$ cat config.mk
export PLATFORM = sky130hd
export DESIGN_NAME = stepper_phase_seq
export DESIGN_NICKNAME = d
export VERILOG_FILES = /design/src/rtl/stepper_pkg.sv /design/src/rtl/step_rate_gen.sv /design/src/rtl/step_phase_ctr.sv /design/src/rtl/step_pattern_map.sv /design/src/rtl/stepper_phase_seq.sv
export SDC_FILE = /design/constraint.sdc
export NUM_CORES = 1
export LEC_CHECK = 0
export ABC_AREA = 1
export BUFFER_PORTS_ARGS = -buffer_cell sky130_fd_sc_hd__buf_2
export CAP_MARGIN = 20
export CORE_MARGIN = 10
export CORE_UTILIZATION = 57
export DETAILED_ROUTE_END_ITERATION = 10
export GPL_TIMING_DRIVEN = 0
export PLACE_DENSITY = 0.74
export SLEW_MARGIN = 25
export SYNTH_ARGS = -nofsm -noshare
export SYNTH_HDL_FRONTEND = slang
export SYNTH_HIERARCHICAL = 1
export SYNTH_SLANG_ARGS = --single-unit
$ cat constraint.sdc
create_clock -name clk -period 1.9 [get_ports clk]
set_input_delay 0.19 -clock clk [delete_from_list [all_inputs] [get_ports clk]]
set_output_delay 0.19 -clock clk [all_outputs]
set_load 0.01 [all_outputs]
$ cat src/rtl/stepper_pkg.sv
// Shared definitions for the stepper phase sequencer.
// Assumes a four-winding motor whose positions are counted in half-step units.
package stepper_pkg;

    localparam int NUM_WINDINGS = 4;
    localparam int POS_STEPS    = 2 * NUM_WINDINGS;
    localparam int POS_W        = $clog2(POS_STEPS);

    // Function codes: the only half-step owner is FN_FINE.
    typedef enum logic [1:0] {
        FN_GENERAL = 2'd0,
        FN_SWING   = 2'd1,
        FN_EJECT   = 2'd2,
        FN_FINE    = 2'd3
    } func_e;

    // Position of the A+B pattern, used as the reset position.
    localparam logic [POS_W-1:0] POS_HOME = POS_W'(1);

    // Returns true when the function code asks for half-step excitation.
    function automatic logic is_half_step(input logic [1:0] code);
        return code == FN_FINE;
    endfunction

endpackage

$ cat src/rtl/step_rate_gen.sv
// Step-rate prescaler: emits a one-clock tick after every DIV clocks of run.
// Assumes DIV >= 2. The count restarts from zero whenever run is low.
module step_rate_gen #(
    parameter int DIV = 10_000
) (
    input  logic clk,
    input  logic rst_n,
    input  logic run,
    output logic tick
);
    localparam int CNT_W = (DIV > 2) ? $clog2(DIV) : 1;
    localparam logic [CNT_W-1:0] LAST = CNT_W'(DIV - 1);

    logic [CNT_W-1:0] cnt_q;

    assign tick = run && (cnt_q == LAST);

    // Count enabled clocks and wrap on each tick.
    always_ff @(posedge clk) begin
        if (!rst_n || !run || tick) begin
            cnt_q <= '0;
        end else begin
            cnt_q <= cnt_q + CNT_W'(1);
        end
    end

endmodule

$ cat src/rtl/step_phase_ctr.sv
// Position counter in half-step units, modulo eight.
// When a tick comes, half-step moves one position. Full-step moves two positions
// from a two-winding pattern, or one position from a single-winding pattern so
// that it lands on the neighbouring pair in the direction of travel.
module step_phase_ctr
    import stepper_pkg::*;
(
    input  logic             clk,
    input  logic             rst_n,
    input  logic             tick,
    input  logic             half_mode,
    input  logic             rev,
    output logic [POS_W-1:0] pos_q,
    output logic [POS_W-1:0] pos_next
);
    logic [POS_W-1:0] delta;

    // Choose the step size from the mode and the parity of the current position.
    always_comb begin
        if (!half_mode && pos_q[0]) begin
            delta = POS_W'(2);
        end else begin
            delta = POS_W'(1);
        end
    end

    // Work out the next position; the modulo wrap comes from the register width.
    always_comb begin
        if (!tick) begin
            pos_next = pos_q;
        end else if (rev) begin
            pos_next = pos_q - delta;
        end else begin
            pos_next = pos_q + delta;
        end
    end

    // Hold the position register.
    always_ff @(posedge clk) begin
        if (!rst_n) begin
            pos_q <= POS_HOME;
        end else begin
            pos_q <= pos_next;
        end
    end

endmodule

$ cat src/rtl/step_pattern_map.sv
// Maps a half-step position to winding strobes. Winding w is on at position 2w
// and at the two positions next to it. This yields A, A+B, B, B+C, and so on.
module step_pattern_map
    import stepper_pkg::*;
(
    input  logic [POS_W-1:0]        pos,
    output logic [NUM_WINDINGS-1:0] pattern
);
    for (genvar w = 0; w < NUM_WINDINGS; w++) begin : g_wind
        localparam logic [POS_W-1:0] CENTER = POS_W'(2 * w);
        localparam logic [POS_W-1:0] AFTER  = CENTER + POS_W'(1);
        localparam logic [POS_W-1:0] BEFORE = CENTER - POS_W'(1);
        // Winding w is energised around its centre position.
        assign pattern[w] = (pos == CENTER) || (pos == AFTER) || (pos == BEFORE);
    end

endmodule

$ cat src/rtl/stepper_phase_seq.sv
// Top level of the stepper phase sequencer. It combines the prescaler, the
// position counter and the pattern map, and registers the strobes.
// Assumes CLK_HZ is a multiple of STEP_HZ and that inputs are synchronous to clk.
module stepper_phase_seq
    import stepper_pkg::*;
#(
    parameter int CLK_HZ  = 1_000_000,
    parameter int STEP_HZ = 100
) (
    input  logic       clk,
    input  logic       rst_n,
    input  logic       run_i,
    input  logic       dir_rev_i,
    input  logic [1:0] func_i,
    output logic [3:0] drive_o
);
    localparam int DIV = CLK_HZ / STEP_HZ;

    logic                    tick;
    logic                    half_mode;
    logic [POS_W-1:0]        pos_q;
    logic [POS_W-1:0]        pos_next;
    logic [NUM_WINDINGS-1:0] pattern_next;

    assign half_mode = is_half_step(func_i);

    step_rate_gen #(.DIV(DIV)) u_rate (
        .clk   (clk),
        .rst_n (rst_n),
        .run   (run_i),
        .tick  (tick)
    );

    step_phase_ctr u_phase (
        .clk       (clk),
        .rst_n     (rst_n),
        .tick      (tick),
        .half_mode (half_mode),
        .rev       (dir_rev_i),
        .pos_q     (pos_q),
        .pos_next  (pos_next)
    );

    step_pattern_map u_map (
        .pos     (pos_next),
        .pattern (pattern_next)
    );

    // Register the strobes; they are forced off while run is low.
    always_ff @(posedge clk) begin
        if (!rst_n || !run_i) begin
            drive_o <= '0;
        end else begin
            drive_o <= pattern_next;
        end
    end

endmodule

==> flow_summary.yaml <==
outcome:
  outcome: "complete, no violations"
timing:
  grt_setup_unrepaired: "no"
  setup_ws_ps: 225
  setup_viol_count_final: 0
  hold_viol_final: 0
  min_period_ps: 1670
  max_slew.worst_pin.slew_ps: 247
  fin_skew_ps: 15.7
  fmax_ghz: 0.597
  fin_tns_setup_ps: 0
  report.final.slew_viol_count: 0
  max_slew_margin_pct: 83.5
  fin_crit_sh_pct: 88.1
cts:
  clock_latency_ps: 310
  holdBufCountCts: 0
  clk_pin_slew_ps: 130
  cts_buffers: 3
  cts_tree: "yes"
  clock_sinks: 21
  cts_setup_buffers: 0
  cts.path.max_buffers: 2
  clock-root-buffer: "clkbuf_4"
  h-tree-depth: 1
cells_and_area:
  final_common_cell: "nand2_1"
  fin_area_mm2: 0.00127
  mostFrequentLayoutCells: "nand2_1, inv_1, dfxtp_1"
  drive_gt1_share_pct: 26.6
  layout.nets: 187
  areaGrowthSynthToFinish_pct: 11.4
  diodes: 0
  fillerInstances: 187
job:
  cap_violations: 0
place:
  placed_area_mm2: 0.00122
  pre_cts_ws_ps: 103
  port_buffers: 9
  gp_congestion: 0.870
  dpl.hpwl_um: 1640
floorplanning:
  dieArea_mm2: 0.00418
  start_util_pct: 59.2
  rows: 16
  top_level_ports: 10
  fp.dieH_um: 64.7
  dieWidth_um: 64.7
  core_area_mm2: 0.00192
worst_setup_path:
  crit_fanout: 6
  worstReg2RegEnd: "drive_o[2]"
  cp.required_ps: 2170
  end_kind: "flip-flop"
  cp.arrival_ps: 1940
  worstSetupPathType: "flip-flop to flip-flop"
  r2r-start: "u_rate/cnt_q[0]"
  worst_r2r_path_depth: 13
  startpoint_type: "flip-flop"
  reg2reg_slack_ps: 230
global_route:
  grt_usage_pct: 10.4
  grt_pass1_vias: 928
  grt_max_degree: 14
  antenna_found_initial: 0
  grt_pass1_wl_um: 3570
  grt_remaining_overflow: 0
synth:
  avgSynthCellArea_um2: 6.94
  ys.warnings.count: 6
  yosys_register_bits: 21
  synth_nets: 173
  syn-cell-area_mm2: 0.00114
  synth_cell_types: 19
  synth_seq_area_share_pct: 37.0
  syn_inst: 164
power:
  max-vdd-ir-drop_mv: 0.422
  powerDensity_mw_per_mm2: 556
  p_leak_nw: 0.519
worst_hold_path:
  holdPathEnd: "u_phase/pos_q[0]"
  hp-class: "input pin to flip-flop"
  min_delay_path_depth: 2
  hp-start: "rst_n"
drt:
  wl_um: 2070
  drt-initial-drc-count: 44
  viasPerCell: 4.94
  vias: 1008
  ant_nets: 0
  first_pass_iters: 4
  wl_per_cell_um: 10.1
  drc_errors: 0
-- report_power, final --
part           switching, mW  internal (mW)  total (mW)
Clock                  0.138         0.0803       0.218
Sequential           0.00247          0.445       0.447
Combinational         0.0229         0.0166      0.0394
-- worst max-delay path by stage --
stage                           startpoint    endpoint  slack, ps  cells past startpoint
after global placement     u_rate/cnt_q[0]  drive_o[2]        120                     13
after floorplan            u_rate/cnt_q[0]  drive_o[2]        290                     13
final                      u_rate/cnt_q[0]  drive_o[2]        230                     13
after CTS                  u_rate/cnt_q[0]  drive_o[2]         70                     13
after detailed placement   u_rate/cnt_q[0]  drive_o[2]        100                     13
after global routing      u_phase/pos_q[0]  drive_o[2]         20                     13
-- logic make-up (layout without fill, tap and decap cells) --
group | Yosys count | after routing | synth area share, %
simple gates | 97 | 97 | 40.4
buf+inv | 33 | 46 | 12.3
flops | 21 | 21 | 37.0
xor+xnor | 6 | 6 | 4.62
compound gates | 4 | 4 | 1.76
fa+ha+maj | 3 | 3 | 3.96
-- cell usage after synthesis (all sizes together) --
library cell  instances  area [µm²]
nand4                 7        43.8
xor2                  2        17.5
ha                    2        25.0
nand3                11        60.1
nand2                44         180
o21ai                 1        5.00
buf                   1        20.0
a21oi                 3        15.0
dfxtp                21         420
fa                    1        20.0
inv                  32         120
xnor2                 4        35.0
nand3b                1        7.51
nor2                 34         168
-- area by class of cell --
class,instances,area (µm²),area share (%)
multi-input combinational,110,594,46.9
sequential,21,424,33.5
inverter,32,120,9.48
timing repair buffer,9,45.0,3.55
tap,27,33.8,2.67
clock buffer,3,22.5,1.78
buffer,1,20.0,1.58
clock inverter,1,7.51,0.592
-- layer usage --
metal / vias up / part of all wire (%) / wire [µm] / GRT usage (%)
met1: 466 / 40 / 825 / 9.62
met5: - / 0 / 0 / 0
li1: 519 / - / - / -
met3: 4 / 3.2 / 66 / 4.30
met2: 19 / 55 / 1150 / 20.0
met4: 0 / 1.4 / 29 / 3.74
-- sequential cells by signal, summed over array words and instances, names as in the netlist --
register	flops
drive_o	4
u_phase/pos_q	3
u_rate/cnt_q	14
-- critical path: stages, from the launching register on --
cell and delay, ps:
dfxtp_2 380, ha_2 210, nand3_2 100, nor2_1 140
nand2_2 100, inv_2 110, nand3_1 90, nand2_1 90
nand2_2 80, inv_2 80, nand3_1 60, nand2_1 70
inv_1 40, nor2_2 80
-- metrics by stage --
step	util (%)	hold slack (ps)	std cells	power [mW]
final	66.0	85.5	204	0.705
after global routing	66.0	68.3	204	0.736
after CTS	64.8	73.3	204	0.716
after detailed placement	63.3	415	200	0.496
after global placement	63.3	407	200	0.495
after floorplan	-	260	164	0.482
-- what timing repair did --
item	CTS	global route
resized for setup	0	10
setup endpoints to repair	0	4
hold endpoints to repair	0	0
(Power assumes the default switching activity.)
